`src/rtl/clkrec_pkg.sv`:
```
package clkrec_pkg;

  typedef enum logic [2:0] {
    ST_RESET  = 3'd0,
    ST_DIAG   = 3'd1,
    ST_ACTIVE = 3'd2,
    ST_SAFE   = 3'd3,
    ST_OFF    = 3'd4
  } dev_state_e;

  typedef enum logic [1:0] {
    PH_WAIT = 2'd0,
    PH_RAMP = 2'd1,
    PH_BIST = 2'd2
  } rst_phase_e;

endpackage

```
`src/rtl/clkrec_ramp_timer.sv`:
```
module clkrec_ramp_timer #(
  parameter int TMO_CYC = 1024
) (
  input  logic clk,
  input  logic rst_n,
  input  logic clr_i,
  input  logic run_i,
  output logic expired_o
);
  localparam int CW = (TMO_CYC > 1) ? $clog2(TMO_CYC) : 1;
  localparam logic [CW-1:0] LAST = CW'(TMO_CYC - 1);

  logic [CW-1:0] cnt_q, cnt_d;

  assign expired_o = run_i && (cnt_q == LAST);

  always_comb begin
    if (clr_i || !run_i || expired_o) cnt_d = '0;
    else                              cnt_d = cnt_q + CW'(1);
  end

  always_ff @(posedge clk or negedge rst_n) begin
    if (!rst_n) cnt_q <= '0;
    else        cnt_q <= cnt_d;
  end


  tmo_range_chk: assert property (@(posedge clk) disable iff (!rst_n)
    int'(cnt_q) < TMO_CYC);


  tmo_idle_chk: assert property (@(posedge clk) disable iff (!rst_n)
    !run_i |=> cnt_q == '0);

endmodule

```
`src/rtl/clkrec_err_cnt.sv`:
```
module clkrec_err_cnt #(
  parameter int ERR_MAX = 4,
  localparam int EW = $clog2(ERR_MAX + 1)
) (
  input  logic          clk,
  input  logic          rst_n,
  input  logic          clr_i,
  input  logic          inc_i,
  output logic [EW-1:0] cnt_o,
  output logic          last_o
);
  localparam logic [EW-1:0] TOP = EW'(ERR_MAX);

  logic [EW-1:0] cnt_q, cnt_d;

  assign cnt_o  = cnt_q;
  assign last_o = (cnt_q == TOP - EW'(1));

  always_comb begin
    cnt_d = cnt_q;
    if (clr_i)                     cnt_d = '0;
    else if (inc_i && cnt_q != TOP) cnt_d = cnt_q + EW'(1);
  end

  always_ff @(posedge clk or negedge rst_n) begin
    if (!rst_n) cnt_q <= '0;
    else        cnt_q <= cnt_d;
  end


  err_step_chk: assert property (@(posedge clk) disable iff (!rst_n)
    !clr_i |=> (cnt_q == $past(cnt_q) || cnt_q == $past(cnt_q) + EW'(1)));


  err_sat_chk: assert property (@(posedge clk) disable iff (!rst_n)
    cnt_q <= TOP);

endmodule

```
`src/rtl/clkrec_fsm.sv`:
```
module clkrec_fsm
  import clkrec_pkg::*;
(
  input  logic       clk,
  input  logic       rst_n,
  input  logic       por_i,
  input  logic       clk_err_i,
  input  logic       osc_ok_i,
  input  logic       uv_i,
  input  logic       below_restart_i,
  input  logic       ramp_done_i,
  input  logic       bist_pass_i,
  input  logic       bist_done_i,
  input  logic       uv_is_rst_i,
  input  logic       host_boost_en_i,
  input  logic       host_mon_dis_i,
  input  logic       tmo_i,
  input  logic       err_last_i,
  output logic [2:0] state_o,
  output logic       boost_en_o,
  output logic       rst_ext_o,
  output logic       bist_start_o,
  output logic       err_inc_o,
  output logic       timer_run_o
);
  dev_state_e state_q, state_d;
  rst_phase_e phase_q, phase_d;
  logic boost_q, boost_d;
  logic start_q, start_d;
  logic mon_dis_q, mon_dis_d;
  logic fault, rst_cond;

  assign fault    = clk_err_i && osc_ok_i && !mon_dis_q;
  assign rst_cond = uv_is_rst_i && uv_i;

  always_comb begin
    state_d   = state_q;
    phase_d   = phase_q;
    boost_d   = boost_q;
    start_d   = 1'b0;
    mon_dis_d = mon_dis_q;
    err_inc_o = 1'b0;
    if (por_i) begin
      state_d   = ST_RESET;
      phase_d   = PH_WAIT;
      boost_d   = 1'b0;
      mon_dis_d = 1'b0;
    end else begin
      unique case (state_q)
        ST_RESET: begin
          if (fault) begin
            state_d = ST_SAFE;
            phase_d = PH_WAIT;
            boost_d = 1'b0;
          end else begin
            unique case (phase_q)
              PH_WAIT: if (below_restart_i && !clk_err_i) begin
                boost_d = 1'b1;
                phase_d = PH_RAMP;
              end
              PH_RAMP: if (ramp_done_i && !rst_cond) begin
                phase_d = PH_BIST;
                start_d = 1'b1;
              end else if (tmo_i) begin
                state_d = ST_OFF;
                phase_d = PH_WAIT;
                boost_d = 1'b0;
              end
              PH_BIST: if (bist_done_i) begin
                phase_d = PH_WAIT;
                if (bist_pass_i) begin
                  state_d = ST_DIAG;
                end else begin
                  err_inc_o = 1'b1;
                  boost_d   = 1'b0;
                  state_d   = err_last_i ? ST_OFF : ST_SAFE;
                end
              end
              default: phase_d = PH_WAIT;
            endcase
          end
        end
        ST_DIAG: begin
          if (fault) begin
            state_d = ST_SAFE;
            boost_d = 1'b0;
          end else begin
            state_d = ST_ACTIVE;
          end
        end
        ST_ACTIVE: if (fault) begin
          state_d = ST_SAFE;
          boost_d = 1'b0;
        end
        ST_SAFE: begin
          if (host_mon_dis_i) mon_dis_d = 1'b1;
          if (fault) begin
            boost_d = 1'b0;
          end else if (rst_cond) begin
            state_d = ST_RESET;
            phase_d = PH_WAIT;
            boost_d = 1'b0;
          end else if (!uv_is_rst_i && host_boost_en_i) begin
            boost_d = 1'b1;
          end
        end
        default: begin
          state_d = ST_OFF;
          boost_d = 1'b0;
        end
      endcase
    end
  end

  always_ff @(posedge clk or negedge rst_n) begin
    if (!rst_n) begin
      state_q   <= ST_RESET;
      phase_q   <= PH_WAIT;
      boost_q   <= 1'b0;
      start_q   <= 1'b0;
      mon_dis_q <= 1'b0;
    end else begin
      state_q   <= state_d;
      phase_q   <= phase_d;
      boost_q   <= boost_d;
      start_q   <= start_d;
      mon_dis_q <= mon_dis_d;
    end
  end

  assign state_o      = state_q;
  assign boost_en_o   = boost_q;
  assign bist_start_o = start_q;
  assign rst_ext_o    = (state_q == ST_RESET) && (phase_q == PH_BIST);
  assign timer_run_o  = (state_q == ST_RESET) && (phase_q == PH_RAMP);


  osc_gate_chk: assert property (@(posedge clk) disable iff (!rst_n)
    (state_q == ST_ACTIVE && !osc_ok_i && !por_i) |=> state_q == ST_ACTIVE);


  restart_gate_chk: assert property (@(posedge clk) disable iff (!rst_n)
    (state_q == ST_RESET && phase_q == PH_WAIT && !(below_restart_i && !clk_err_i))
      |=> !boost_q);


  start_in_ext_chk: assert property (@(posedge clk) disable iff (!rst_n)
    start_q |-> rst_ext_o);


  start_pulse_chk: assert property (@(posedge clk) disable iff (!rst_n)
    start_q |=> !start_q);


  off_sticky_chk: assert property (@(posedge clk) disable iff (!rst_n)
    (state_q == ST_OFF && !por_i) |=> (state_q == ST_OFF && !boost_q));


  mon_dis_sticky_chk: assert property (@(posedge clk) disable iff (!rst_n)
    (mon_dis_q && !por_i) |=> mon_dis_q);

endmodule

```
`src/rtl/clkfault_recovery_ctrl.sv`:
```
module clkfault_recovery_ctrl #(
  parameter int TMO_CYC = 1024,
  parameter int ERR_MAX = 4
) (
  input  logic                         clk,
  input  logic                         rst_n,
  input  logic                         por_i,
  input  logic                         clk_err_i,
  input  logic                         osc_ok_i,
  input  logic                         uv_i,
  input  logic                         below_restart_i,
  input  logic                         ramp_done_i,
  input  logic                         bist_pass_i,
  input  logic                         bist_done_i,
  input  logic                         uv_is_rst_i,
  input  logic                         host_boost_en_i,
  input  logic                         host_mon_dis_i,
  output logic [2:0]                   state_o,
  output logic                         boost_en_o,
  output logic                         rst_ext_o,
  output logic                         bist_start_o,
  output logic [$clog2(ERR_MAX+1)-1:0] err_cnt_o
);
  logic tmo, err_last, err_inc, timer_run;

  clkrec_fsm u_fsm (
    .clk             (clk),
    .rst_n           (rst_n),
    .por_i           (por_i),
    .clk_err_i       (clk_err_i),
    .osc_ok_i        (osc_ok_i),
    .uv_i            (uv_i),
    .below_restart_i (below_restart_i),
    .ramp_done_i     (ramp_done_i),
    .bist_pass_i     (bist_pass_i),
    .bist_done_i     (bist_done_i),
    .uv_is_rst_i     (uv_is_rst_i),
    .host_boost_en_i (host_boost_en_i),
    .host_mon_dis_i  (host_mon_dis_i),
    .tmo_i           (tmo),
    .err_last_i      (err_last),
    .state_o         (state_o),
    .boost_en_o      (boost_en_o),
    .rst_ext_o       (rst_ext_o),
    .bist_start_o    (bist_start_o),
    .err_inc_o       (err_inc),
    .timer_run_o     (timer_run)
  );

  clkrec_ramp_timer #(.TMO_CYC(TMO_CYC)) u_timer (
    .clk       (clk),
    .rst_n     (rst_n),
    .clr_i     (por_i),
    .run_i     (timer_run),
    .expired_o (tmo)
  );

  clkrec_err_cnt #(.ERR_MAX(ERR_MAX)) u_err (
    .clk    (clk),
    .rst_n  (rst_n),
    .clr_i  (por_i),
    .inc_i  (err_inc),
    .cnt_o  (err_cnt_o),
    .last_o (err_last)
  );

endmodule

```
`config.mk`:
```
export PLATFORM = sky130hd
export DESIGN_NAME = clkfault_recovery_ctrl
export DESIGN_NICKNAME = d
export VERILOG_FILES = /design/src/rtl/clkrec_pkg.sv /design/src/rtl/clkrec_ramp_timer.sv /design/src/rtl/clkrec_err_cnt.sv /design/src/rtl/clkrec_fsm.sv /design/src/rtl/clkfault_recovery_ctrl.sv
export SDC_FILE = /design/constraint.sdc
export NUM_CORES = 1
export LEC_CHECK = 0
export ABC_CLOCK_PERIOD_IN_PS = 1600
export CAP_MARGIN = 20
export CORE_ASPECT_RATIO = 1.5
export CORE_UTILIZATION = 47
export DETAILED_ROUTE_END_ITERATION = 8
export MAX_ROUTING_LAYER = met4
export PLACE_DENSITY = 0.85
export SLEW_MARGIN = 20
export SYNTH_ARGS = -nofsm -noshare
export SYNTH_HDL_FRONTEND = slang
export SYNTH_SLANG_ARGS = --single-unit
```
`constraint.sdc`:
```
create_clock -name clk -period 1.6 [get_ports clk]
set_input_delay 0.24 -clock clk [delete_from_list [all_inputs] [get_ports clk]]
set_output_delay 0.24 -clock clk [all_outputs]
set_load 0.02 [all_outputs]
```
# Yosys cells after proc, flatten, opt, wreduce, memory -nomap -nowiden
# Index checks and enable logic that the tools add are counted.
dict set report word_totals {
  regBits 21
  input_bits 13
  wordCells 111
}
dict set report classes {
  n_addsub 2
  eq_ne 21
  mux 53
  n_reduce_logical 28
}
# cell n
set ops {}
lappend ops {{2-to-1 mux 3 bit} 12}
lappend ops {{2-to-1 mux 1 bit} 26}
lappend ops {{inequality test 5 x 4 -> 1 bit (second input constant)} 4}
lappend ops {{2-to-1 mux 2 bit} 8}
lappend ops {{one-hot mux 3 bit (4 select lines)} 1}
lappend ops {{adder 10 x 1 -> 10 bit (second input constant)} 1}
lappend ops {{== test 10 bit (second input constant)} 1}
lappend ops {{logical AND 1 bit} 10}
lappend ops {{2-to-1 mux 10 bit} 1}
lappend ops {{inequality test 5 x 3 -> 1 bit (second input constant)} 2}
lappend ops {{== test 3 x 2 -> 1 bit (second input constant)} 3}
lappend ops {{AND reduction 8 bit} 1}
lappend ops {{AND reduction 7 bit} 1}
lappend ops {{inequality test 3 x 2 -> 1 bit (second input constant)} 2}
lappend ops {{inequality test 3 bit (second input constant)} 2}
lappend ops {{inequality test 6 x 3 -> 1 bit (second input constant)} 1}
lappend ops {{inequality test 6 x 5 -> 1 bit (second input constant)} 1}
lappend ops {{one-hot mux 1 bit (3 select lines)} 2}
lappend ops {{one-hot mux 2 bit (3 select lines)} 1}
lappend ops {{one-hot mux 3 bit (2 select lines)} 1}
lappend ops {{AND reduction 6 bit} 1}
lappend ops {{nonzero test 2 bit} 3}
lappend ops {{zero test 1 bit} 5}
lappend ops {{inequality test 5 x 2 -> 1 bit (second input constant)} 1}
lappend ops {{other kinds (12)} 13}

# Logic depth before layout (Yosys ltp)
dict set report logic_depth {
  ltp_word 9
  ltp_mapped 7
  depth_no_buf 7
}

# Hierarchy
# From an unflattened synthesis, not the netlist that was laid out.
dict set report unflattened {
  hier_cells 154
  hier_area_um2 1463.9
}
# mod n_inst cells_per_inst area_per_inst_um2 seq_area_each_um2
set by_module_without_submodules {}
lappend by_module_without_submodules {clkrec_fsm 1 84 774.5 200.2}
lappend by_module_without_submodules {clkrec_ramp_timer 1 52 499.2 250.2}
lappend by_module_without_submodules {clkrec_err_cnt 1 18 190.2 75.1}

# Worst setup path before layout
# OpenSTA, ideal clock, no wires.
dict set report synth_timing {
  path_kind {reg2reg}
  start {reg u_fsm.phase_q[0]}
  end {reg u_fsm.boost_q (netlist: u_fsm.boost_en_o)}
  setup_time_ns 0.125
  t_arrival_ns 1.578
  t_required_ns 1.475
  path_slack_ns -0.103
  stages_incl_launch_ff 8
  path_buffers 0
  period_less_slack_ns 1.703
  path_cell_list {dfrtp_1 -> inv_1 -> ha_1 -> inv_1 -> a2bb2oi_1 -> o2111ai_1 -> a41oi_1 -> mux2_2}
}
dict set report synth_between {
  elab_chain_len 5
}
# item line
set synth_rtl {}
lappend synth_rtl {{from (decl)} clkrec_fsm.sv:27} ;# rst_phase_e phase_q, phase_d;
lappend synth_rtl {{from (signal assigned)} clkrec_fsm.sv:124} ;# phase_q <= phase_d;
lappend synth_rtl {{== test 2 bit, or another cell as far along} clkrec_fsm.sv:56} ;# unique case (phase_q)
lappend synth_rtl {{one-hot mux 1 bit (3 select lines) or logical AND 1 bit (tied branches)} {clkrec_fsm.sv:56, clkrec_fsm.sv:135}}
lappend synth_rtl {{2-to-1 mux 1 bit or logical AND 1 bit (tied branches)} {clkrec_fsm.sv:51, clkrec_ramp_timer.sv:15}}
lappend synth_rtl {{one-hot mux 1 bit (3 select lines) or inequality test 5 x 3 -> 1 bit (tied branches)} -}
lappend synth_rtl {{2-to-1 mux 1 bit or AND reduction 8 bit (tied branches)} -}
lappend synth_rtl {{to (signal assigned)} clkrec_fsm.sv:125} ;# boost_q <= boost_d;
lappend synth_rtl {{to (decl)} clkrec_fsm.sv:28} ;# logic boost_q, boost_d;
# Parallel ways exist; a longest one is shown, timed or not.
# A chain may end at the register's enable or synchronous reset.

# Final worst setup path
dict set report layout_timing {
  start {reg u_timer.cnt_q[1]}
  end {reg u_fsm.boost_q (netlist: u_fsm.boost_en_o)}
}
dict set report layout_between {
  elab_chain_len 4
}
# item line
set layout_rtl {}
lappend layout_rtl {{from (decl)} clkrec_ramp_timer.sv:13} ;# logic [CW-1:0] cnt_q, cnt_d;
lappend layout_rtl {{from (signal assigned)} clkrec_ramp_timer.sv:24} ;# else cnt_q <= cnt_d;
lappend layout_rtl {{== test 10 bit} clkrec_ramp_timer.sv:15} ;# assign expired_o = run_i && (cnt_q == LAST);
lappend layout_rtl {{logical AND 1 bit} clkrec_ramp_timer.sv:15}
lappend layout_rtl {{inequality test 5 x 3 -> 1 bit (no source line)} -}
lappend layout_rtl {{AND reduction 8 bit (no source line)} -}
# No other way between the ends.

==> impl_metrics.toml <==
[worst_setup_path]
critPathRequiredTime_ns = 1.81
worst_setup_path_end_kind = "flop"
cp_slowest_cell = "dfrtp_1"
path_class = "flop to flop"
crit_buf_inv = 0
crit_path_start_kind = "flop"
crit_fanout = 4
cp_data_arrival_time_ns = 1.88
cp_cell_sequence = "ha_2, and3_4, and4_4, a21oi_4, a41oi_2, mux2_4"
cp_slowest_stage_delay_ns = 0.39
crit_family = "simple AND/OR/NAND/NOR gates"

[clock_network]
insertion_delay_ns = 0.31
cts_sinks = 21
cts.clk_slew.worst_paths_ns = 0.13
postCtsHoldBufs = 0
root_buffer = "clkbuf_4"
cts_htree_levels = 1
cts_made_buffers = 3
cts_max_path_buffers = 2
tritoncts = "done"

[sta]
slew_viol_final = 0
fin_crit_sh_pct = 105
hold_viol = 0
relSlewSlack_pct = 79.5
clock.fmax_ghz = 0.597
final.setup.tns_ns = -0.223
period_minus_slack_ns = 1.67
grt_setup_unrepaired = "true"
holdWs_ns = 0.253
finalWorstSetupSlack_ns = -0.0746
tightest_slew_ns = 0.307
finalSetupViolCount = 6
fin_skew_ns = 0.00289

[yosys]
synthFlopType = "dfrtp_1"
synthXorXnorAreaFrac_pct = 6.18
synth_nets = 156
synth_edf_count = 0
synth_cells = 136
seq_area_frac_synth_pct = 41.2
ys_top_cells_by_area = "dfrtp_1, ha_1, nor2_1, xnor2_1, nand3_1"
synth.yosys.warnings = 0
async_reset_ff_share_pct = 100
netlist.area_leader.share_pct = 41.2
synthAdderAreaFrac_pct = 6.86
synth.distinct_cells = 42
synth_top_family_by_area = "simple AND/OR/NAND/NOR gates"
synth_simple_gate_area_share_pct = 24.0
syn-cell-area_sq_um = 1280
avgSynthCellArea_sq_um = 9.38
muxShareOfSynthArea_pct = 4.12
yosys.area.top_type = "dfrtp_1"
ys_ff_latch = 21
synth_compound_area_share_pct = 13.4

[pwr]
pwr-share-comb_pct = 60.2
p_switching_uw = 926
seqPwrFrac_pct = 28.2
p_int_uw = 1420
ir_worst_vdd_v = 0.000840
fin_total_pwr_uw = 2340
clockPowerShare_pct = 11.6
power.leakage_uw = 0.000869
powerDensity_nw_per_um2 = 1170
switching_share_pct = 39.5

[route]
ant_nets = 0
route.met2.wl_microns = 2070
met1_length_microns = 1450
wirelength_microns = 3660
wl_per_cell_microns = 15.7
top_layer_used = "met4"
dr_wl_met3_microns = 114
dr_total_vias = 1241
firstDrtPassIters = 4
drt-initial-drc-count = 27
drc_errors = 0
avgViaCountPerCell = 5.33

[global_route]
grt_max_degree = 22
grt_pass1_wl_microns = 5640
grt_pass1_vias = 1331
overflow = 0
grt_util_all_layers_pct = 26.8
antenna_found_initial = 0

[placement]
place_ws_ns = -0.327
hpwl_microns = 2580
port_buffers = 21
globalplace.congestion = 0.919

[floorplanning]
die_h_microns = 65.8
initial_core_util_pct = 50.9
die-area_sq_um = 2930
num_rows = 22
io_pins = 22
die_w_microns = 44.5
coreArea_sq_um = 2500

[final_layout]
nNetsFinal = 218
drive_above_1_share_pct = 40.6
mostFrequentLayoutCells = "buf_4, nor2_1, dfrtp_1"
final_common_cell = "buf_4"
post-route-util_pct = 79.9
diodes = 0
syn_to_final_growth_pct = 56.8

[hold_path]
hp-class = "input port to asynchronous set/reset pin"

[job]
drv_cap = 0

[status]
status = "complete, but fails checks"
violations = "negative setup slack"
==> stage by stage <==
step	instances	instance area, sq um
2_1_floorplan	136	1320
3_3_place_gp	222	1810
3_5_place_dp	222	1810
4_1_cts	231	1930
5_1_grt	233	2000
6_report	233	2000
==> final timing paths <==
| check | from | to | slack (ns) | depth (start not counted) |
|---|---|---|---|---|
| worst max-delay path | u_timer.cnt_q[1]$_DFF_PN0_ | u_fsm.boost_en_o$_DFFE_PN0P_ | -0.07 | 6 |
| worst min-delay path | rst_n | u_fsm.boost_en_o$_DFFE_PN0P_ | 0.25 | 2 |
| worst max register to register | u_timer.cnt_q[1]$_DFF_PN0_ | u_fsm.boost_en_o$_DFFE_PN0P_ | -0.07 | 6 |
| worst min register to register | u_fsm.mon_dis_q$_DFFE_PN0P_ | u_fsm.mon_dis_q$_DFFE_PN0P_ | 0.55 | 2 |
| max in group asynchronous | rst_n | u_err.cnt_o[1]$_DFFE_PN0P_ | 1.11 | 2 |
| min in group clk | host_mon_dis_i | u_fsm.mon_dis_q$_DFFE_PN0P_ | 0.53 | 3 |
==> cells in the mapped netlist (3+ instances only) <==
cell / n
a21oi_1: 5
dfrtp_1: 21
ha_1: 7
inv_1: 9
mux2i_1: 3
nand2_1: 8
nand2b_1: 3
nand3_1: 7
nand3b_1: 3
nor2_1: 22
nor3_1: 3
o21ai_0: 3
xnor2_1: 5
xor2_1: 4
==> routing by layer <==
metal / vias up / GRT usage (%)
met4: 0 / 7.95
met3: 4 / 3.55
met5: - / -
met2: 31 / 52.4
met1: 609 / 26.0
li1: 597 / -
==> registers in the layout, indices dropped and copies added (netlist names) <==
register            flops
u_err.cnt_o             3
u_fsm.bist_start_o      1
u_fsm.boost_en_o        1
u_fsm.mon_dis_q         1
u_fsm.phase_q           2
u_fsm.state_o           3
u_timer.cnt_q          10
==> worst register-to-register path: cells and delay by family (launching register included) <==
family / cells / cell delay, ns
AND/OR/NAND/NOR: 2 / 0.43
flip-flops: 1 / 0.39
multiplexers: 1 / 0.31
AO/OA/AOI/OAI: 2 / 0.25
adder cells (fa/ha/maj): 1 / 0.19
==> repair_timing <==
action	4_1_cts	5_1_grt
pin swaps	7	2
setup endpoints to repair	13	12
cloned	0	0
gates resized for setup	24	14
setup buffers	5	2
==> cells by family after synthesis <==
kind of cell,Yosys count
multiplexers,5
AND/OR/NAND/NOR,59
XOR/XNOR,9
AO/OA/AOI/OAI,23
buffers and inverters,12
flip-flops,21
adder cells (fa/ha/maj),7
==> power by group through the flow <==
stage	clock, uW	sequential [uW]	combinational [uW]
final	271	662	1410
after global routing	297	668	1490
after CTS	270	662	1300
after detailed placement	0	668	1170
after global placement	0	661	1140
after floorplan	0	723	557
==> layout make-up <==
| cell class | count | area [sq um] |
|---|---|---|
| multi-input combinational | 103 | 851 |
| sequential | 21 | 531 |
| timing repair buffer | 60 | 513 |
| fill | 155 | 504 |
| tap | 36 | 45.0 |
| inverter | 9 | 33.8 |
| clock buffer | 3 | 22.5 |
| clock inverter | 1 | 5.00 |
Power figures use the tool's default switching activity.
